==> config.mk <==
export PLATFORM = sky130hd
export DESIGN_NAME = glitch_filter_top
export DESIGN_NICKNAME = d
export VERILOG_FILES = /design/src/rtl/gf_pkg.sv /design/src/rtl/gf_tick.sv /design/src/rtl/gf_regs.sv /design/src/rtl/gf_line.sv /design/src/rtl/glitch_filter_top.sv
export SDC_FILE = /design/constraint.sdc
export NUM_CORES = 2
export LEC_CHECK = 0
export ABC_AREA = 1
export BUFFER_PORTS_ARGS = -buffer_cell sky130_fd_sc_hd__buf_2
export CAP_MARGIN = 20
export CORE_ASPECT_RATIO = 0.8
export CORE_MARGIN = 10
export CORE_UTILIZATION = 60
export DETAILED_ROUTE_END_ITERATION = 7
export PLACE_DENSITY = 0.79
export SYNTH_ARGS = -nofsm -noshare
export SYNTH_HDL_FRONTEND = slang
export SYNTH_SLANG_ARGS = --single-unit
==> constraint.sdc <==
create_clock -name clk -period 68.2 [get_ports clk]
set_input_delay 6.82 -clock clk [delete_from_list [all_inputs] [get_ports clk]]
set_output_delay 6.82 -clock clk [all_outputs]
set_load 0.005 [all_outputs]
==> src/rtl/gf_pkg.sv <==
package gf_pkg;
  localparam int unsigned IVL_W       = 20;
  localparam int unsigned ADDR_W      = 8;
  localparam int unsigned PORT_W      = 8;
  localparam int unsigned NPORTS      = 4;
  localparam logic [ADDR_W-1:0] IVL_ADDR    = 8'h08;
  localparam logic [ADDR_W-1:0] ENA_BASE    = 8'h44;
  localparam logic [ADDR_W-1:0] PORT_STRIDE = 8'h10;
endpackage

==> src/rtl/gf_tick.sv <==
module gf_tick #(
  parameter int unsigned TICK_CYC = 40
) (
  input  logic clk,
  input  logic rst_n,
  output logic tick
);
  localparam int unsigned CW = (TICK_CYC > 1) ? $clog2(TICK_CYC) : 1;
  localparam logic [CW-1:0] LAST = CW'(TICK_CYC - 1);

  logic [CW-1:0] cnt_q, cnt_d;
  logic          wrap;

  assign wrap = (cnt_q == LAST);

  always_comb begin
    cnt_d = wrap ? '0 : cnt_q + 1'b1;
  end

  always_ff @(posedge clk or negedge rst_n) begin
    if (!rst_n) cnt_q <= '0;
    else        cnt_q <= cnt_d;
  end

  assign tick = wrap;
endmodule

==> src/rtl/gf_regs.sv <==
module gf_regs
  import gf_pkg::*;
#(
  parameter int unsigned NP = NPORTS,
  parameter int unsigned PW = PORT_W
) (
  input  logic              clk,
  input  logic              rst_n,
  input  logic              wr_en,
  input  logic [ADDR_W-1:0] addr,
  input  logic [IVL_W-1:0]  wr_data,
  output logic [IVL_W-1:0]  rd_data,
  output logic [IVL_W-1:0]  ivl,
  output logic [NP*PW-1:0]  en
);
  logic [IVL_W-1:0]         ivl_q;
  logic                     ivl_hit;
  logic [NP-1:0][PW-1:0]    en_q;
  logic [NP-1:0]            en_hit;

  assign ivl_hit = (addr == IVL_ADDR);

  always_ff @(posedge clk or negedge rst_n) begin
    if (!rst_n)                  ivl_q <= '0;
    else if (wr_en && ivl_hit)   ivl_q <= wr_data;
  end

  for (genvar p = 0; p < NP; p++) begin : g_port
    assign en_hit[p] = (addr == ADDR_W'(ENA_BASE + p * PORT_STRIDE));
    always_ff @(posedge clk or negedge rst_n) begin
      if (!rst_n)                  en_q[p] <= '0;
      else if (wr_en && en_hit[p]) en_q[p] <= wr_data[PW-1:0];
    end
  end

  always_comb begin
    rd_data = '0;
    if (ivl_hit) rd_data = ivl_q;
    for (int p = 0; p < NP; p++) begin
      if (en_hit[p]) rd_data[PW-1:0] = en_q[p];
    end
  end

  assign ivl = ivl_q;
  assign en  = en_q;
endmodule

==> src/rtl/gf_line.sv <==
module gf_line
  import gf_pkg::*;
(
  input  logic             clk,
  input  logic             rst_n,
  input  logic             din,
  input  logic             en,
  input  logic [IVL_W-1:0] ivl,
  input  logic             tick,
  output logic             dout
);
  logic             s1_q, s2_q;
  logic             filt_q, filt_d;
  logic [IVL_W-1:0] cnt_q, cnt_d;
  logic             active;

  assign active = en && (ivl != '0);

  always_ff @(posedge clk or negedge rst_n) begin
    if (!rst_n) begin
      s1_q <= 1'b0;
      s2_q <= 1'b0;
    end else begin
      s1_q <= din;
      s2_q <= s1_q;
    end
  end

  always_comb begin
    filt_d = filt_q;
    cnt_d  = cnt_q;
    if (!active) begin
      filt_d = s2_q;
      cnt_d  = '0;
    end else if (s2_q == filt_q) begin
      cnt_d  = '0;
    end else if (tick) begin
      if (cnt_q >= ivl) begin
        filt_d = s2_q;
        cnt_d  = '0;
      end else begin
        cnt_d  = cnt_q + 1'b1;
      end
    end
  end

  always_ff @(posedge clk or negedge rst_n) begin
    if (!rst_n) begin
      filt_q <= 1'b0;
      cnt_q  <= '0;
    end else begin
      filt_q <= filt_d;
      cnt_q  <= cnt_d;
    end
  end

  assign dout = active ? filt_q : s2_q;
endmodule

==> src/rtl/glitch_filter_top.sv <==
module glitch_filter_top
  import gf_pkg::*;
#(
  parameter int unsigned CLK_HZ  = 200_000_000,
  parameter int unsigned TICK_NS = 200
) (
  input  logic                     clk,
  input  logic                     rst_n,
  input  logic                     wr_en,
  input  logic [ADDR_W-1:0]        addr,
  input  logic [IVL_W-1:0]         wr_data,
  output logic [IVL_W-1:0]         rd_data,
  input  logic [NPORTS*PORT_W-1:0] din,
  output logic [NPORTS*PORT_W-1:0] dout
);
  localparam int unsigned NLINES   = NPORTS * PORT_W;
  localparam int unsigned TICK_CYC = (CLK_HZ / 1_000_000) * TICK_NS / 1000;

  logic              rs1_q, rst_sync_n;
  logic              tick;
  logic [IVL_W-1:0]  ivl_q;
  logic [NLINES-1:0] en_flat;

  always_ff @(posedge clk or negedge rst_n) begin
    if (!rst_n) begin
      rs1_q      <= 1'b0;
      rst_sync_n <= 1'b0;
    end else begin
      rs1_q      <= 1'b1;
      rst_sync_n <= rs1_q;
    end
  end

  gf_tick #(.TICK_CYC(TICK_CYC)) u_tick (
    .clk   (clk),
    .rst_n (rst_sync_n),
    .tick  (tick)
  );

  gf_regs #(.NP(NPORTS), .PW(PORT_W)) u_regs (
    .clk     (clk),
    .rst_n   (rst_sync_n),
    .wr_en   (wr_en),
    .addr    (addr),
    .wr_data (wr_data),
    .rd_data (rd_data),
    .ivl     (ivl_q),
    .en      (en_flat)
  );

  for (genvar i = 0; i < NLINES; i++) begin : g_line
    gf_line u_line (
      .clk   (clk),
      .rst_n (rst_sync_n),
      .din   (din[i]),
      .en    (en_flat[i]),
      .ivl   (ivl_q),
      .tick  (tick),
      .dout  (dout[i])
    );
  end
endmodule

After elaboration in Yosys (flattened, before gate mapping)
Index checks and enable logic that the tools add are counted.
- ROM bits: 0
- RAM bits: 0
- latch bits: 0
- memories kept: 0
- bits of input ports: 63
- register bits after elaboration: 796
- output and inout bits: 52
- divide/modulo/power cells: 0
- reductions and logical operators: 70
- bitwise operators: 0
- add/sub/neg operators: 33
- multipliers: 0
- equal/unequal tests: 166
- multiplexer cells: 294
- shifts and indexed selects: 0
- $lt $le $gt $ge: 32
- operators by type and width (kind ; number):
    20-bit 2-to-1 mux ; 129
    20-bit by 1-bit adder with 20-bit output, second input constant ; 32
    20-bit greater-or-equal comparator ; 32
    2-bit != test, second input constant ; 95
    1-bit 2-to-1 mux ; 160
    3-bit AND reduction ; 32
    3-bit != test, second input constant ; 31
    1-bit logical AND ; 37
    1-bit == test ; 32
    8-bit by 7-bit == test with 1-bit output, second input constant ; 4
    8-bit 2-to-1 mux ; 4
    20-bit nonzero test ; 1
    8-bit by 4-bit == test with 1-bit output, second input constant ; 1
    6-bit by 1-bit adder with 6-bit output, second input constant ; 1
    6-bit == test, second input constant ; 1
    6-bit 2-to-1 mux ; 1
    3-bit by 2-bit != test with 1-bit output, second input constant ; 1
    2-bit by 1-bit != test with 1-bit output, second input constant ; 1

Depth between registers and ports, before layout
- word-level depth: 6
- gate-level depth with buffers: 16

By module
Synthesis repeated with hierarchy kept, for this count alone.
- cells, all modules: 9701
- area, all modules: 66960.5 µm²
- modules (own cells, without submodules) (module ; area each (µm²) ; sequential area each (µm²) ; times used ; cells each):
    gf_line at g_line[0].u_line ... ; 1999.4 ; 575.6 ; 31 ; 292
    gf_regs ; 2651.3 ; 1301.2 ; 1 ; 323
    gf_line at g_line[9].u_line ; 2003.2 ; 575.6 ; 1 ; 293
    gf_tick ; 270.3 ; 150.1 ; 1 ; 30
    glitch_filter_top ; 53.8 ; 50.0 ; 1 ; 3

Worst setup path after synthesis
No wires, ideal clock.
- path kind: input to output
- start: input port addr[4]
- end: output port rd_data[10]
- required time: 61.380 ns
- slack: 53.622 ns
- path buffers: 2
- stages on the path: 7
- data arrival time: 7.758 ns
- cells stage by stage: inv_1 > nand2_1 > nor3_1 > nand2_1 > clkbuf_1 > clkbuf_1 > nor2_1
- longest elaborated chain between the ends: 2
- RTL lines (what ; RTL line ; text):
    start, declared ; glitch_filter_top.sv:10 ; input logic [ADDR_W-1:0] addr,
    8-bit by 4-bit == test with 1-bit output ; gf_regs.sv:21 ; assign ivl_hit = (addr == IVL_ADDR);
    20-bit 2-to-1 mux ; gf_regs.sv:38 ; if (ivl_hit) rd_data = ivl_q;
    end, declared ; glitch_filter_top.sv:12 ; output logic [IVL_W-1:0] rd_data,
Every way passes these cells.

Final worst setup path
- start: input port addr[5]
- end: output port rd_data[4]
- longest elaborated chain between the ends: 6
- elaborated cells between the ends (all ways): 10
- RTL lines (what ; RTL line ; text):
    8-bit by 4-bit == test with 1-bit output ; gf_regs.sv:21 ;
    20-bit 2-to-1 mux ; gf_regs.sv:38 ;
    8-bit 2-to-1 mux (3 in series) ; gf_regs.sv:40 ; if (en_hit[p]) rd_data[PW-1:0] = en_q[p];
    8-bit 2-to-1 mux * ; gf_regs.sv:40 ;
Mark *: on every way between the ends. The rest lies on a longest branch, timed or not.

==> impl_metrics.ini <==
[logic_synthesis]
synth_top_family_by_area = simple AND/OR/NAND/NOR gates
syn-cell-area_um2 = 60400
synth-compound-area-share_pct = 9.33
synth_ff_type = dfrtp_1
syn-instance-count = 8615
synth_xor_area_share_pct = 1.99
synthAdderAreaFrac_pct = 14.0
avgSynthCellArea_um2 = 7.01
synth-seq-cells = 796
synthMuxAreaShare_pct = 0.185
synth_nets = 9351
ys_async_sr_fraction_pct = 100
yosysUniqueCellTypes = 49
synth-edff-count = 0
yosys_warnings = 0
synth_seq_area_share_pct = 33.0
synthSimpleGateAreaFrac_pct = 32.3

[status]
outcome = finished clean

[routing]
drc_errors = 0
drt_wl_total_mm = 172
vias_per_cell = 5.75
num_vias = 57767
drtIter0Drc = 5526
wl_per_cell_um = 17.1
firstDrtPassIters = 7
antenna_left = 0

[critical_path]
rr_endpoint = g_line[13].u_line.cnt_q[14]
r2r_start = u_regs.ivl[0]
startpoint_type = input port
critPathArrivalTime_ps = 8700
worstPathRequired_ps = 61380
worst_setup_path_end_kind = output port
r2r_slack_ps = 63780
rr_worst_depth = 12
worstPathMaxFanout = 20
critPathKind = input port to output port

[grt]
grt_pass1_wl_mm = 276
grt_start_max_net_pins = 158
grt_overflow = 0
antenna_found_initial = 2
grt_pass1_vias = 53310
gr-usage-all-layers_pct = 29.2

[power]
ir_drop_mv = 0.0170
pwr-share-clk_pct = 46.5
intPower_uw = 819
combPwrFrac_pct = 9.4
leakagePower_uw = 0.0331
power_switching_uw = 301
swShare_pct = 26.8
pwr_density_cell_nw_per_um2 = 17.3
finalPower_uw = 1120
p_seq_share_pct = 44.1

[flow_run]
drv_cap = 0

[worst_hold_path]
holdPathStages = 0
hp-class = flop to flop
min-delay-start = g_line[8].u_line.s1_q
min_to = g_line[8].u_line.s2_q

[timing]
rsz0062_at_grt = no
tightest_slew_ps = 1110
period_share_pct = 22.8
finalWorstSetupSlack_ps = 52680
max_freq_mhz = 64.4
setup_viol = 0
final.setup.tns_ps = 0
clock_skew_ps = 24.0
fin_hold_ws_ps = 346
drv_slew = 0
fin_crit_ps = 15520
slew_headroom_pct = 25.8
hold_viol = 0

[clock_tree]
post_cts_resized = 0
post_cts_buffers = 0
cts.sinks = 796
cts_hold_buf = 0
cts_buffer_depth = 3
tritoncts = built
ctsHtreeMaxLevel = 3
worstSkewPairLatency_ps = 690
cts_buffers = 90
root_buffer = clkbuf_16
clk_pin_slew_worst_paths_ps = 50

[cells_and_area]
layout.nets = 9392
utilization_pct = 65.3
syn_to_final_growth_pct = 7.41
drive_above_1_share_pct = 4.47

[place]
hpwl_mm = 114
routabilityCongestion = 0.916
numPortBuffers = 114
dp_slack_ps = 52820

[die]
rows = 103
die_area_um2 = 114000
num_io_pins = 115
initial_utilization_pct = 60.8
fp.dieW_um = 375
dieHeight_um = 304
core-area_um2 = 99200
-- metrics by stage --
step,cell area (um^2),cells
floorplan,60400,8615
global placement,61700,9873
CTS,64800,10035
finish,64800,10039
global route,64800,10038
detailed placement,61700,9873
-- cells in the mapped netlist, types with 2 or more instances --
| cell | instances | area share (%) |
|---|---|---|
| clkinv_1 | 3 | 0.019 |
| inv_2 | 4 | 0.025 |
| nor3_1 | 162 | 1.3 |
| xor2_1 | 116 | 1.7 |
| o21ai_1 | 3 | 0.025 |
| nand3b_1 | 23 | 0.29 |
| a31o_2 | 4 | 0.058 |
| nor2_1 | 583 | 3.6 |
| buf_2 | 115 | 0.95 |
| a21o_1 | 5 | 0.062 |
| a21boi_0 | 23 | 0.29 |
| nand2_2 | 3 | 0.031 |
| dfrtp_1 | 796 | 33 |
| nand4_2 | 7 | 0.15 |
| a21oi_1 | 675 | 5.6 |
| o21bai_1 | 58 | 0.72 |
| mux2_2 | 9 | 0.17 |
| nor3_2 | 2 | 0.033 |
| inv_1 | 1126 | 7.0 |
| nand3_1 | 699 | 5.8 |
| xnor2_1 | 21 | 0.30 |
| and3_1 | 5 | 0.052 |
| a221oi_1 | 6 | 0.087 |
| o21ai_0 | 249 | 2.1 |
| buf_4 | 59 | 0.73 |
| and2_1 | 2 | 0.021 |
| clkbuf_1 | 22 | 0.14 |
| nor4_1 | 44 | 0.46 |
| nand3_2 | 15 | 0.25 |
| nand4_1 | 249 | 2.6 |
| nand4_4 | 7 | 0.25 |
| buf_6 | 16 | 0.30 |
| nor2_2 | 6 | 0.062 |
| nor3b_1 | 2 | 0.025 |
| nand2_1 | 2775 | 17 |
| ha_1 | 673 | 14 |
| o21a_1 | 32 | 0.40 |
| buf_1 | 5 | 0.031 |
-- cells in the final DEF (no fill, tap or decap), drive strengths merged, types with 2 or more instances in the layout --
master  Yosys  layout
nor4       44      44
bufinv      0      12
o21ai     252     252
nand2    2779    2779
and2        2       2
a21o        5       5
a221oi      6       6
o21bai     58      58
a21boi     23      23
o21a       32      32
nand3b     23      23
nand3     715     715
mux2        9       9
buf       196     167
xor2      116     116
clkinv      3      37
dfrtp     796     796
nor2      589     589
nor3b       2       2
nor3      165     165
clkbuf     22     129
ha        673     673
xnor2      21      21
a21oi     675     675
inv      1130    1117
a31o        4       4
nand4     263     263
and3        5       5
-- critical path, cell delays in order --
cell      delay (ps)
buf_2            110
inv_1            100
nand2_1           90
nor3_1           240
nand2_1          540
nor2_1           240
a221oi_1          80
nand3_1          290
buf_2            180
-- worst max path at each step --
stage                           from                        end  slack [ps]  cells after the start
after floorplan           rst_sync_n  g_line[0].u_line.cnt_q[0]       44370                      0
after CTS                    addr[1]                 rd_data[1]       52790                      7
after global placement       addr[1]                 rd_data[0]       52830                      7
after detailed placement     addr[5]                 rd_data[5]       52820                      9
after global routing         addr[1]                 rd_data[4]       52480                      9
final                        addr[5]                 rd_data[4]       52680                      9
-- cell type report --
class | instances | area (um^2)
repair buffers | 167 | 1030
flip-flops and latches | 796 | 19900
clock buffers | 129 | 2600
inverters | 1133 | 4270
multi-input cells | 6468 | 34900
clock inverters | 33 | 477
fillers | 8595 | 34400
diodes | 1 | 2.50
well taps | 1312 | 1640
-- power groups by stage --
stage / clock network [uW] / registers [uW] / logic, uW
after floorplan: 0 / 505 / 64.6
after global placement: 0 / 501 / 99.9
after detailed placement: 0 / 502 / 104
after CTS: 528 / 493 / 105
after global routing: 545 / 495 / 119
final: 521 / 494 / 106
-- sequential cells by signal, indices dropped and copies added (netlist names) --
register	cells
u_regs.ivl	20
g_line.u_line.cnt_q	640
g_line.u_line.s1_q	32
rst_sync_n	1
u_regs.en	32
g_line.u_line.s2_q	32
g_line.u_line.filt_q	32
rs1_q	1
u_tick.cnt_q	6
-- cell families after synthesis --
kind of cell               Yosys count
adders and majority gates          673
AOI/OAI and AO/OA                 1058
DFF                                796
xor gates and xnor gates           137
buffers and inverters             1351
and+or+nand+nor                   4589
other                                1
muxes                               10
-- metal layers --
| layer | part of all wire [%] | global-route usage [%] |
|---|---|---|
| met1 | 44 | 40.7 |
| met2 | 44 | 45.5 |
| met3 | 9.1 | 5.54 |
| met4 | 3.5 | 9.49 |
| met5 | 0.0082 | 0 |
Note: power is estimated with default switching activity, not from simulation.
